--- config.mk ---
export PLATFORM = sky130hd
export DESIGN_NAME = led_shift_latch
export DESIGN_NICKNAME = d
export VERILOG_FILES = /design/src/rtl/lsl_pkg.sv /design/src/rtl/lsl_capture_ctl.sv /design/src/rtl/lsl_shifter.sv /design/src/rtl/lsl_latch_gate.sv /design/src/rtl/led_shift_latch.sv
export SDC_FILE = /design/constraint.sdc
export NUM_CORES = 1
export LEC_CHECK = 0
export BUFFER_PORTS_ARGS = -buffer_cell sky130_fd_sc_hd__buf_2
export CAP_MARGIN = 10
export CORE_MARGIN = 2
export CORE_UTILIZATION = 35
export DETAILED_ROUTE_END_ITERATION = 8
export PLACE_DENSITY_LB_ADDON = 0.08
export SKIP_LAST_GASP = 1
export SYNTH_ARGS = -nofsm -noshare
export SYNTH_HDL_FRONTEND = slang
export SYNTH_SLANG_ARGS = --single-unit
--- constraint.sdc ---
create_clock -name clk -period 4.6 [get_ports clk]
set_input_delay 0.69 -clock clk [delete_from_list [all_inputs] [get_ports clk]]
set_output_delay 0.69 -clock clk [all_outputs]
set_load 0.03 [all_outputs]
--- src/rtl/lsl_pkg.sv ---
package lsl_pkg;
  typedef logic [1:0] edge_cnt_t;
  localparam edge_cnt_t CAP_EDGE = 2'd2;  // count value seen on the third pulse

  function automatic edge_cnt_t cnt_after(input edge_cnt_t cur, input logic pulse);
    return (pulse && cur != 2'd3) ? cur + 2'd1 : cur;
  endfunction
endpackage

--- src/rtl/lsl_capture_ctl.sv ---
module lsl_capture_ctl
  import lsl_pkg::*;
#(
  parameter int unsigned MIN_GAP = 100
) (
  input  logic clk,
  input  logic rst,
  input  logic sck_en,
  input  logic det_mode,
  input  logic out_off,
  output logic win,
  output logic cap_ok,
  output logic cap_early,
  output logic early_err
);
  localparam int unsigned EW = $clog2(MIN_GAP + 1);

  logic          off_q;
  logic [EW-1:0] el_q, el_cur;
  edge_cnt_t     cnt_q, cnt_cur;
  logic          off_fall, third;

  function automatic logic gap_met(input logic [EW-1:0] e);
    return 32'(e) >= MIN_GAP;
  endfunction

  assign off_fall  = off_q & ~out_off;
  assign win       = det_mode & ~out_off;
  assign cnt_cur   = off_fall ? '0 : cnt_q;
  assign el_cur    = off_fall ? '0 : el_q;
  assign third     = sck_en & win & (cnt_cur == CAP_EDGE);
  assign cap_ok    = third & gap_met(el_cur);
  assign cap_early = third & ~gap_met(el_cur);

  always_ff @(posedge clk) begin
    if (rst) begin
      off_q     <= 1'b1;
      el_q      <= '0;
      cnt_q     <= '0;
      early_err <= 1'b0;
    end else begin
      off_q     <= out_off;
      cnt_q     <= cnt_after(cnt_cur, sck_en & win);
      early_err <= cap_early;
      if (off_fall)
        el_q <= EW'(1);
      else if (!gap_met(el_q))
        el_q <= el_q + EW'(1);
    end
  end

  p_early_flag_r7: assert property (@(posedge clk) disable iff (rst)
    cap_early |=> early_err);
  p_early_only_r7: assert property (@(posedge clk) disable iff (rst)
    !cap_early |=> !early_err);
endmodule

--- src/rtl/lsl_shifter.sv ---
module lsl_shifter #(
  parameter int unsigned CH = 16
) (
  input  logic          clk,
  input  logic          rst,
  input  logic          sck_en,
  input  logic          ser_in,
  input  logic          hold,
  input  logic          load,
  input  logic [CH-1:0] load_val,
  output logic [CH-1:0] sr
);
  logic seen;

  always_ff @(posedge clk) begin
    if (rst) begin
      sr   <= '0;
      seen <= 1'b0;
    end else begin
      seen <= 1'b1;
      if (load)
        sr <= load_val;
      else if (sck_en && !hold)
        sr <= {sr[CH-2:0], ser_in};
    end
  end

  p_reset_r1: assert property (@(posedge clk) disable iff (rst)
    $past(rst) |-> sr == '0);
  p_shift_r2: assert property (@(posedge clk) disable iff (rst)
    seen && sck_en && !hold && !load |=>
      sr[0] == $past(ser_in) && sr[CH-1:1] == $past(sr[CH-2:0]));
  p_load_r6: assert property (@(posedge clk) disable iff (rst)
    seen && load |=> sr == $past(load_val));
  p_ignore_r5: assert property (@(posedge clk) disable iff (rst)
    seen && hold && !load |=> $stable(sr));
endmodule

--- src/rtl/lsl_latch_gate.sv ---
module lsl_latch_gate #(
  parameter int unsigned CH = 16
) (
  input  logic          clk,
  input  logic          rst,
  input  logic          lat_en,
  input  logic          out_off,
  input  logic [CH-1:0] sr,
  output logic [CH-1:0] drive
);
  logic [CH-1:0] held_q, view;
  logic          seen;

  always_ff @(posedge clk) begin
    if (rst) begin
      held_q <= '0;
      seen   <= 1'b0;
    end else begin
      seen <= 1'b1;
      if (lat_en) held_q <= sr;
    end
  end

  assign view = lat_en ? sr : held_q;

  for (genvar i = 0; i < CH; i++) begin : g_chan
    assign drive[i] = view[i] & ~out_off;
  end

  p_hold_r3: assert property (@(posedge clk) disable iff (rst)
    seen && !lat_en && $past(lat_en) == 1'b0 && !out_off && $past(out_off) == 1'b0
      |-> $stable(drive));
endmodule

--- src/rtl/led_shift_latch.sv ---
module led_shift_latch #(
  parameter int unsigned CH      = 16,
  parameter int unsigned MIN_GAP = 100
) (
  input  logic          clk,
  input  logic          rst,
  input  logic          sck_en,
  input  logic          ser_in,
  input  logic          lat_en,
  input  logic          out_off,
  input  logic          det_mode,
  input  logic [CH-1:0] det_flags,
  output logic          ser_out,
  output logic [CH-1:0] drive,
  output logic          early_err
);
  logic          win, cap_ok, cap_early;
  logic [CH-1:0] sr;

  lsl_capture_ctl #(.MIN_GAP(MIN_GAP)) u_ctl (
    .clk(clk), .rst(rst), .sck_en(sck_en), .det_mode(det_mode), .out_off(out_off),
    .win(win), .cap_ok(cap_ok), .cap_early(cap_early), .early_err(early_err)
  );

  lsl_shifter #(.CH(CH)) u_sr (
    .clk(clk), .rst(rst), .sck_en(sck_en), .ser_in(ser_in), .hold(win),
    .load(cap_ok), .load_val(det_flags), .sr(sr)
  );

  lsl_latch_gate #(.CH(CH)) u_lat (
    .clk(clk), .rst(rst), .lat_en(lat_en), .out_off(out_off), .sr(sr), .drive(drive)
  );

  assign ser_out = sr[CH-1];
endmodule

==> results of run 1 <==
## worst min-delay path by stage
stage / from / to / slack, ns / cells past startpoint
2_1_floorplan: u_sr.sr[0]$_SDFFE_PP0P_ / u_sr.sr[0]$_SDFFE_PP0P_ / 0.45 / 2
3_3_place_gp: u_sr.sr[2]$_SDFFE_PP0P_ / u_sr.sr[2]$_SDFFE_PP0P_ / 0.47 / 2
3_5_place_dp: u_sr.sr[2]$_SDFFE_PP0P_ / u_sr.sr[2]$_SDFFE_PP0P_ / 0.46 / 2
4_1_cts: u_sr.sr[2]$_SDFFE_PP0P_ / u_sr.sr[2]$_SDFFE_PP0P_ / 0.47 / 2
5_1_grt: u_sr.sr[7]$_SDFFE_PP0P_ / u_sr.sr[7]$_SDFFE_PP0P_ / 0.50 / 2
6_report: u_sr.sr[2]$_SDFFE_PP0P_ / u_sr.sr[2]$_SDFFE_PP0P_ / 0.47 / 2
## registers in the layout, indices dropped and copies added (netlist names)
signal and count:
u_ctl.cnt_q 2, u_ctl.early_err 1, u_ctl.el_q 7, u_ctl.off_q 1, u_lat.held_q 16, u_sr.sr 16
## cell usage in the layout, fill, tap and decap left out, types with 2 or more instances in the layout
| master | Yosys | final |
|---|---|---|
| a22oi_1 | 16 | 16 |
| nor2_1 | 41 | 41 |
| and2_1 | 3 | 3 |
| mux2i_1 | 17 | 17 |
| nand2b_1 | 2 | 2 |
| a21oi_2 | 2 | 2 |
| dfxtp_1 | 43 | 43 |
| nand2_1 | 19 | 19 |
| xor2_1 | 4 | 4 |
| clkbuf_8 | 0 | 5 |
| clkbuf_1 | 3 | 2 |
| inv_1 | 5 | 5 |
| buf_2 | 4 | 40 |
| a21oi_1 | 17 | 17 |
| ha_1 | 4 | 4 |
## tightest hold or removal path, stage by stage, from the launching register on
cell,delay [ns]
dfxtp_1,0.32
nand2_1,0.05
a21oi_1,0.05
## kinds of logic after synthesis
| kind of cell | Yosys count | share of synthesized area, % |
|---|---|---|
| buffers and inverters | 16 | 5.20 |
| adder cells (fa/ha/maj) | 4 | 2.70 |
| XOR/XNOR | 5 | 2.36 |
| AO/OA/AOI/OAI | 41 | 16.4 |
| multiplexers | 17 | 9.18 |
| AND/OR/NAND/NOR | 74 | 17.7 |
| flip-flops | 43 | 46.4 |
## power by group
part	switching, mW	total [mW]	internal, mW
sequential	0.00311	0.379	0.376
combinational	0.0290	0.0458	0.0167
clock	0.122	0.229	0.107
## metal layers
| metal | vias to the layer above | global-route usage [%] | share of wire (%) |
|---|---|---|---|
| li1 | 755 | - | - |
| met5 | - | 0 | 0 |
| met4 | 0 | 3.82 | 0.60 |
| met2 | 27 | 21.5 | 45 |
| met1 | 673 | 18.8 | 50 |
| met3 | 2 | 4.00 | 4.1 |
## metrics by stage
step / instance area, um2 / util [%]
after detailed placement: 2060 / 40.4
after floorplan: 1850 / -
after global routing: 2150 / 42.0
after CTS: 2150 / 42.0
after global placement: 2060 / 40.4
final: 2150 / 42.0
## area by class of cell
class | count | area [um2] | share of cell area, %
multi-input combinational | 141 | 897 | 41.8
sequential | 43 | 861 | 40.1
timing repair buffer | 40 | 200 | 9.33
tap | 70 | 87.6 | 4.08
clock buffer | 7 | 76.3 | 3.56
inverter | 5 | 18.8 | 0.875
clock inverter | 1 | 5.00 | 0.233
==> results_dict.tcl, run 1 <==
set metrics [dict create \
    cts_hold_buf 0 \
    hold_violations 0 \
    power_density_nw_per_um2 305 \
    routedWlPerCell_um 13.0 \
    yosys_warnings 0 \
    yosysTopAreaCell "dfxtp_1" \
    endpoint "u_sr.sr[13]$_SDFFE_PP0P_" \
    cts.sinks 43 \
    crit_slowest_cell "nor3_4" \
    dpl.hpwl_um 2610 \
    place_inst 299 \
    io_pins 41 \
    startpoint "out_off" \
    syn-num-nets 227 \
    syn_inst 200 \
    critPathBufInv 1 \
    finalCritPeriodShare_pct 55.5 \
    portBuffers 40 \
    cts_buffers 5 \
    setup_ws_ns 2.05 \
    p_leak_nw 0.916 \
    insertion_delay_ns 0.29 \
    n_antenna_cell 0 \
    cp_max_fo 20 \
    finClkSkew_ns 0.00553 \
    ys_types 33 \
    synth_top_cell_area_share_pct 46.4 \
    status "finished, final reports clean" \
    end_kind "flip-flop" \
    irDropWorstVdd_mv 0.180 \
    area_delta_synth_final_pct 15.7 \
    cts_max_path_buffers 2 \
    die_width_um 76.8 \
    num-nets-final 263 \
    wl_um 3980 \
    cp_data_arrival_time_ns 2.77 \
    finalMaxSlewViolations 0 \
    synth_most_common_cell "dfxtp_1" \
    worstMarginPinSlew_ns 1.13 \
    grt_pass1_vias 1339 \
    ctsResizeCount 0 \
    cp.depth 8 \
    grtUsageTotal_pct 13.8 \
    antenna_found_initial 0 \
    vias 1457 \
    synth-seq-cells 43 \
    cts.htree.levels 2 \
    drv_cap 0 \
    maxSlewHeadroom_pct 24.6 \
    reg2reg_to "u_sr.sr[13]$_SDFFE_PP0P_" \
    synthTopCellsByArea "dfxtp_1 (46%), mux2i_1 (9.2%), nor2_1 (8.3%), a22oi_1 (6.5%), a21oi_1 (4.6%)" \
    worst_setup_path_start_kind "input pin" \
    ys_async_sr_fraction_pct 0 \
    r2r_cells 7 \
    dp_slack_ns 1.75 \
    dieArea_um2 5900 \
    required_ns 4.82 \
    dieHeight_um 76.8 \
    num_rows 26 \
    synth_flop_cell "dfxtp_1" \
    critPathKind "input pin to flip-flop" \
    netlist_area_um2 1850 \
    antenna_left 0 \
    whs_ns 0.473 \
    clockRootBuffer "clkbuf_8" \
    hold_class "flip-flop to flip-flop" \
    timing.rr.start "u_ctl.off_q$_SDFF_PP1_" \
    max_freq_mhz 392 \
    synth_common_cells "dfxtp_1 (43), nor2_1 (41), nand2_1 (19)" \
    start_util_pct 36.3 \
    design_power_total_uw 653 \
    cts_setup_buffers 0 \
    grt_max_degree 39 \
    place.gp.congestion 0.749 \
    path_cells "buf_2, nand2b_1, and2_1, ha_1, nand4b_1, nor3_4, a22oi_1, a21oi_2" \
    drc 0 \
    slowest_delay_ns 0.59 \
    viasPerCell 4.75 \
    dr.pass1.iters 4 \
    synth_edf_count 0 \
    finalSetupTns_ns 0 \
    grt_pass1_wl_um 6530 \
    worst_path_dominant_cell_family "simple AND/OR/NAND/NOR gates" \
    path_clk_slew_ns 0.08 \
    layout.cells.non_filler 307 \
    finalSetupViolations 0 \
    min_period_ns 2.55 \
    drtIter0Drc 62 \
    fp.coreArea_um2 5110 \
    reg2reg_setup_slack_ns 2.52 \
    cts_tree "built" \
    drive_gt1_share_pct 22.8 \
    rsz0062_at_grt "no" \
    ys_seq_area_share_pct 46.4 \
    avgSynthCellArea_um2 9.27 \
    overflow 0 \
    fillers 550 \
]
Note: power is estimated with default switching activity, not from simulation.
==> run 2, diff against run 1 <==
--- a/config.mk
+++ b/config.mk
@@ -5,6 +5,7 @@
 export SDC_FILE = /design/constraint.sdc
 export NUM_CORES = 1
 export LEC_CHECK = 0
+export ABC_AREA = 1
 export BUFFER_PORTS_ARGS = -buffer_cell sky130_fd_sc_hd__buf_2
 export CAP_MARGIN = 10
 export CORE_MARGIN = 2
==> constraint.sdc (replaced) <==
create_clock -name clk -period 2.3 [get_ports clk]
set_input_delay 0.345 -clock clk [delete_from_list [all_inputs] [get_ports clk]]
set_output_delay 0.345 -clock clk [all_outputs]
set_load 0.03 [all_outputs]
==> run 2 against run 1 <==
  * Worst setup slack lost 1.4 ns
  * Sequential power is 100% higher
  * Sequential cell count unchanged
  * Die area increased by 11%
  * Hold slack worse by 0.18 ns
  * Cell count increased by 22%
  * Sequential share of layout area down 4.3 points
  * Critical path depth decreased by 4
  * Via count increased by 17%
  * Largest cell class unchanged
  * Largest power group unchanged
  * Highest routed layer unchanged
==> results_dict.tcl, run 2 <==
set metrics [dict create \
    routedWlPerCell_um 12.7 \
    r2r_cells 9 \
    synth_most_common_cell "nor2_1" \
    n_antenna_cell 0 \
    num-nets-final 328 \
    top_regs "u_lat.held_q (16), u_sr.sr (16), u_ctl.el_q (7)" \
    path_clk_slew_ns 0.08 \
    required_ns 1.96 \
    dr.pass1.iters 4 \
    cts_max_path_buffers 2 \
    maxUsedRoutingLayer "met4" \
    critPathKind "input pin to primary output" \
    drive_gt1_share_pct 27.8 \
    netlist_area_um2 2070 \
    finalCritPeriodShare_pct 72.4 \
    finalSetupTns_ns 0 \
    power_density_nw_per_um2 646 \
    drc 0 \
    fillers 631 \
    layout.cells.non_filler 374 \
    die_width_um 80.9 \
    synthTopCellsByArea "dfxtp_1 (42%), nor2_1 (9.8%), a21oi_1 (7.0%), inv_1 (5.1%), nand3_2 (4.8%)" \
    ys_types 28 \
    antenna_found_initial 0 \
    synth_flop_cell "dfxtp_1" \
    num_rows 27 \
    synth_edf_count 0 \
    start_util_pct 36.9 \
    portBuffers 40 \
    drtIter0Drc 82 \
    multiInputGateArea_um2 978 \
    end_kind "primary output" \
    io_pins 41 \
    final_common_cell "nor2_1" \
    dieArea_um2 6540 \
    cts_hold_buf 0 \
    reg2reg_setup_slack_ns 0.66 \
    max_freq_mhz 600 \
    slowest_delay_ns 0.40 \
    critPathBufInv 2 \
    fp.coreArea_um2 5610 \
    timing.rr.start "u_ctl.off_q$_SDFF_PP1_" \
    worstMarginPinSlew_ns 0.497 \
    grt_max_degree 32 \
    ys_async_sr_fraction_pct 0 \
    reg2reg_to "u_sr.sr[1]$_SDFFE_PP0P_" \
    hold_start "out_off" \
    m1WireLength_um 2540 \
    crit_slowest_cell "buf_2" \
    place_inst 366 \
    grt_pass1_wl_um 7710 \
    grt_pass1_vias 1626 \
    cp_max_fo 31 \
    cts.htree.levels 2 \
    seq_area_um2 861 \
    worst_setup_path_start_kind "input pin" \
    wl_met3_um 214 \
    worst_path_dominant_cell_family "buffers and inverters" \
    avgSynthCellArea_um2 7.83 \
    dr_wl_met2_um 1920 \
    syn-num-nets 291 \
    min_period_ns 1.67 \
    wl_um 4730 \
    cts_setup_buffers 0 \
    dpl.hpwl_um 3360 \
    place.gp.congestion 0.737 \
    hold_class "input pin to flip-flop" \
    antenna_left 0 \
    path_common_cell "buf_2" \
    finalMaxSlewViolations 0 \
    drv_cap 0 \
    path_cells "buf_2, o21ai_0, nor2_1, buf_2" \
    area_delta_synth_final_pct 16.3 \
    status "finished, final reports clean" \
    synth_common_cells "nor2_1 (54), dfxtp_1 (43), a21oi_1 (29)" \
    p_leak_nw 1.07 \
    finClkSkew_ns 0.00873 \
    dieHeight_um 80.9 \
    overflow 0 \
    clockRootBuffer "clkbuf_8" \
    ctsResizeCount 0 \
    vias 1708 \
    synth-seq-cells 43 \
    synth_top_cell_area_share_pct 41.6 \
    irDropWorstVdd_mv 0.295 \
    rsz0062_at_grt "no" \
    cts.sinks 43 \
    post-route-util_pct 42.9 \
    insertion_delay_ns 0.30 \
    cts_tree "built" \
    maxSlewHeadroom_pct 66.9 \
    cp_data_arrival_time_ns 1.32 \
    viasPerCell 4.57 \
    finalSetupViolations 0 \
    holdPathStages 3 \
    ys_seq_area_share_pct 41.6 \
    cts_buffers 5 \
    yosysTopAreaCell "dfxtp_1" \
    grtUsageTotal_pct 15.5 \
    design_power_total_mw 1.55 \
    min_to "u_ctl.off_q$_SDFF_PP1_" \
    final_cell_mix "nor2_1 (54), dfxtp_1 (43), buf_2 (40), a21oi_1 (29), inv_1 (28)" \
    yosys_warnings 0 \
    syn_inst 264 \
    hold_violations 0 \
]
-- run 2: logic make-up (layout without fill, tap and decap cells) --
group                      Yosys count  in the layout  share of synthesized area, %
and+or+nand+nor                    109            109                          27.3
AOI/OAI and AO/OA                   58             58                          15.9
buffers and inverters               46             84                          11.0
DFF                                 43             43                          41.6
adders and majority gates            4              4                          2.42
xor gates and xnor gates             3              3                          1.27
muxes                                1              1                         0.484
-- run 2: how the worst max path moves through the flow --
| stage | startpoint | end | slack [ns] | cells after the start |
|---|---|---|---|---|
| after floorplan | out_off | u_sr.sr[10]$_SDFFE_PP0P_ | 0.60 | 12 |
| after global placement | out_off | u_sr.sr[5]$_SDFFE_PP0P_ | 0.49 | 11 |
| after detailed placement | out_off | u_sr.sr[1]$_SDFFE_PP0P_ | 0.45 | 11 |
| after CTS | lat_en | drive[0] | 0.58 | 4 |
| after global routing | lat_en | drive[5] | 0.45 | 4 |
| final | lat_en | drive[2] | 0.63 | 4 |
-- run 2: report_power, final --
group	switching (mW)	internal, mW
Clock	0.265	0.352
Sequential	0.00771	0.764
Combinational	0.114	0.0513
-- run 2: per-stage QoR --
stage                     hold slack, ns  cell area [um2]  worst slack [ns]
after floorplan                    0.430             2070             0.598
after global routing               0.300             2400             0.451
after CTS                          0.287             2400             0.581
after detailed placement           0.453             2290             0.452
after global placement             0.445             2290             0.487
final                              0.296             2400             0.634
-- run 2: worst reg2reg max path: stages, from the launching register on --
cell and delay [ns]:
dfxtp_1 0.33, nand2_4 0.08, inv_1 0.06, nor2_1 0.17, ha_1 0.23, nand4_4 0.14, inv_1 0.14, nand2_4 0.17
nand3_1 0.12, a21oi_1 0.07
-- run 2: routing by layer --
layer  vias to the layer above  track usage, %
li1                        911               -
met1                       754            22.6
met2                        36            21.4
met3                         7            4.67
met4                         0            5.25
met5                         -               0
-- run 2: final cells by class --
| type | instances | area share [%] |
|---|---|---|
| clock inverter | 2 | 1.46 |
| clock buffer | 6 | 3.43 |
| timing repair buffer | 44 | 9.57 |
| multi-input combinational | 175 | 40.7 |
| tap | 72 | 3.75 |
| inverter | 32 | 5.31 |
| sequential | 43 | 35.8 |
==> run 3, diff against run 2 <==
--- a/config.mk
+++ b/config.mk
@@ -5,7 +5,7 @@
 export SDC_FILE = /design/constraint.sdc
 export NUM_CORES = 1
 export LEC_CHECK = 0
-export ABC_AREA = 1
+export ABC_AREA = 0
 export BUFFER_PORTS_ARGS = -buffer_cell sky130_fd_sc_hd__buf_2
 export CAP_MARGIN = 10
 export CORE_MARGIN = 2
==> constraint.sdc (replaced) <==
create_clock -name clk -period 1.4 [get_ports clk]
set_input_delay 0.21 -clock clk [delete_from_list [all_inputs] [get_ports clk]]
set_output_delay 0.21 -clock clk [all_outputs]
set_load 0.03 [all_outputs]
==> run 3 against run 2 <==
  * First-iteration DRC count up 8.5%
  * Power up 54%
  * The run now ends with negative setup slack left
  * Clock power up 55%
  * Via count down 11%
  * Register-to-register slack worse by 0.83 ns
  * Utilization up 4.8 points
  * Critical endpoint is now u_sr.sr[13]$_SDFFE_PP0P_
==> results_dict.tcl, run 3 (synthesis results as in run 1) <==
set metrics [dict create \
    timing.rr.start "u_ctl.off_q$_SDFF_PP1_" \
    dieArea_um2 5900 \
    cts_hold_buf 0 \
    endpoint "u_sr.sr[13]$_SDFFE_PP0P_" \
    startpoint "u_ctl.off_q$_SDFF_PP1_" \
    overflow 0 \
    cts_setup_buffers 0 \
    finClkSkew_ns 0.0122 \
    required_ns 1.58 \
    drv_cap 0 \
    dieHeight_um 76.8 \
    violations "negative setup slack" \
    setup_ws_ns -0.166 \
    clockRootBuffer "clkbuf_8" \
    power_density_nw_per_um2 981 \
    n_antenna_cell 0 \
    layout.cells.non_filler 325 \
    place_inst 317 \
    cts_buffers 5 \
    irDropWorstVdd_mv 0.536 \
    insertion_delay_ns 0.29 \
    min_period_ns 1.57 \
    drive_gt1_share_pct 37.3 \
    p_switching_uw 541 \
    cts.htree.levels 2 \
    final_cell_mix "dfxtp_1 (40), buf_2 (38), nor2_1 (31), mux2i_1 (17), a21oi_1 (17)" \
    swShare_pct 22.6 \
    grt_pass1_wl_um 6880 \
    num-nets-final 281 \
    vias 1527 \
    top_regs "u_lat.held_q (16), u_sr.sr (16), u_ctl.el_q (7)" \
    hold_class "input pin to flip-flop" \
    start_util_pct 36.3 \
    cts_tree "built" \
    dpl.hpwl_um 2890 \
    finalMaxSlewViolations 0 \
    antenna_left 0 \
    dr.pass1.iters 4 \
    grt_pass1_vias 1459 \
    grtUsageTotal_pct 14.5 \
    worst_setup_path_start_kind "flip-flop" \
    num_rows 26 \
    finalCritPeriodShare_pct 112 \
    end_kind "flip-flop" \
    area_delta_synth_final_pct 31.4 \
    reg2reg_setup_slack_ns -0.17 \
    finalSetupViolations 19 \
    drc 0 \
    maxSlewHeadroom_pct 75.6 \
    drtIter0Drc 89 \
    cts_max_path_buffers 2 \
    r2r_cells 9 \
    die_width_um 76.8 \
    rsz0062_at_grt "yes" \
    path_clk_slew_ns 0.09 \
    portBuffers 40 \
    reg2reg_to "u_sr.sr[13]$_SDFFE_PP0P_" \
    finalSetupTns_ns -2.40 \
    cts.sinks 43 \
    fp.coreArea_um2 5110 \
    viasPerCell 4.70 \
    p_leak_nw 1.04 \
    worstMarginPinSlew_ns 0.365 \
    cp_data_arrival_time_ns 1.74 \
    intPower_mw 1.85 \
    grt_max_degree 21 \
    critPathKind "flip-flop to flip-flop" \
    hold_violations 0 \
    antenna_found_initial 0 \
    seqPwrFrac_pct 52.0 \
    place.gp.congestion 0.742 \
    final_common_cell "dfxtp_1" \
    max_freq_mhz 638 \
    cp_max_fo 16 \
    combPwrFrac_pct 8.1 \
    routedWlPerCell_um 12.6 \
    io_pins 41 \
    wl_um 4100 \
    status "finished, violations left" \
    clock_power_share_pct 39.9 \
]
## run 3: changes by cell type in the layout (fill, tap and decap cells not counted), moves of 11 or more
| cell | delta |
|---|---|
| mux2i_1 | +16 |
| inv_1 | -23 |
| a21oi_1 | -12 |
| o21ai_0 | -19 |
| a22oi_1 | +16 |
| nor2_1 | -23 |
| buf_4 | +11 |
## run 3: area by class of cell
| cell class | instances | area (um2) |
|---|---|---|
| Inverter | 5 | 18.8 |
| Tap cell | 70 | 87.6 |
| Sequential cell | 43 | 865 |
| Multi-Input combinational cell | 141 | 976 |
| Clock buffer | 5 | 68.8 |
| Fill cell | 536 | 2670 |
| Clock inverter | 3 | 43.8 |
| Timing Repair Buffer | 58 | 378 |
## run 3: metrics by stage
| stage | hold slack [ns] | utilization [%] | setup slack, ns | cell area (um2) | power [mW] |
|---|---|---|---|---|---|
| after global placement | 0.462 | 45.0 | -0.172 | 2300 | 1.47 |
| final | 0.193 | 47.7 | -0.166 | 2440 | 2.39 |
| after detailed placement | 0.466 | 45.0 | -0.203 | 2300 | 1.47 |
| after floorplan | 0.394 | - | -0.321 | 1920 | 1.39 |
| after CTS | 0.185 | 47.6 | -0.171 | 2430 | 2.44 |
| after global routing | 0.183 | 47.7 | -0.282 | 2440 | 2.52 |
## run 3: power by group through the flow
stage / registers [mW] / clock network, mW / logic (mW)
finish: 1.24 / 0.954 / 0.193
CTS: 1.24 / 0.995 / 0.197
global route: 1.25 / 1.06 / 0.213
global placement: 1.27 / 0 / 0.194
floorplan: 1.27 / 0 / 0.116
detailed placement: 1.27 / 0 / 0.194
## run 3: repair_timing
item,CTS,global route
setup endpoints to repair,19,23
resized for setup,3,5
pin swaps,5,2
## run 3: worst min-delay path by stage
| stage | to | from | cells after the start | slack [ns] |
|---|---|---|---|---|
| 2_1_floorplan | u_ctl.el_q[0]$_SDFFE_PP0P_ | rst | 2 | 0.39 |
| 3_3_place_gp | u_sr.sr[11]$_SDFFE_PP0P_ | u_sr.sr[11]$_SDFFE_PP0P_ | 2 | 0.46 |
| 3_5_place_dp | u_sr.sr[2]$_SDFFE_PP0P_ | u_sr.sr[2]$_SDFFE_PP0P_ | 2 | 0.47 |
| 4_1_cts | u_sr.sr[9]$_SDFFE_PP0P_ | det_flags[9] | 3 | 0.19 |
| 5_1_grt | u_sr.sr[9]$_SDFFE_PP0P_ | det_flags[9] | 3 | 0.18 |
| 6_report | u_sr.sr[5]$_SDFFE_PP0P_ | det_flags[5] | 3 | 0.19 |
## run 3: metal layers
layer  up-vias  GRT usage (%)  part of all wire (%)
met2        23           23.2                    48
met5         -              0                     0
met3         5           3.29                   3.3
li1        788              -                     -
met1       711           19.2                    48
met4         0           4.91                   1.0
## run 3: worst max-delay path, stage by stage (launching register included)
cell and delay [ns]:
dfxtp_2 0.36, nand2b_4 0.06, and2_4 0.14, ha_4 0.14, nand4b_1 0.12, buf_4 0.15, nor3_4 0.04, buf_12 0.16
a22oi_1 0.20, a21oi_2 0.07
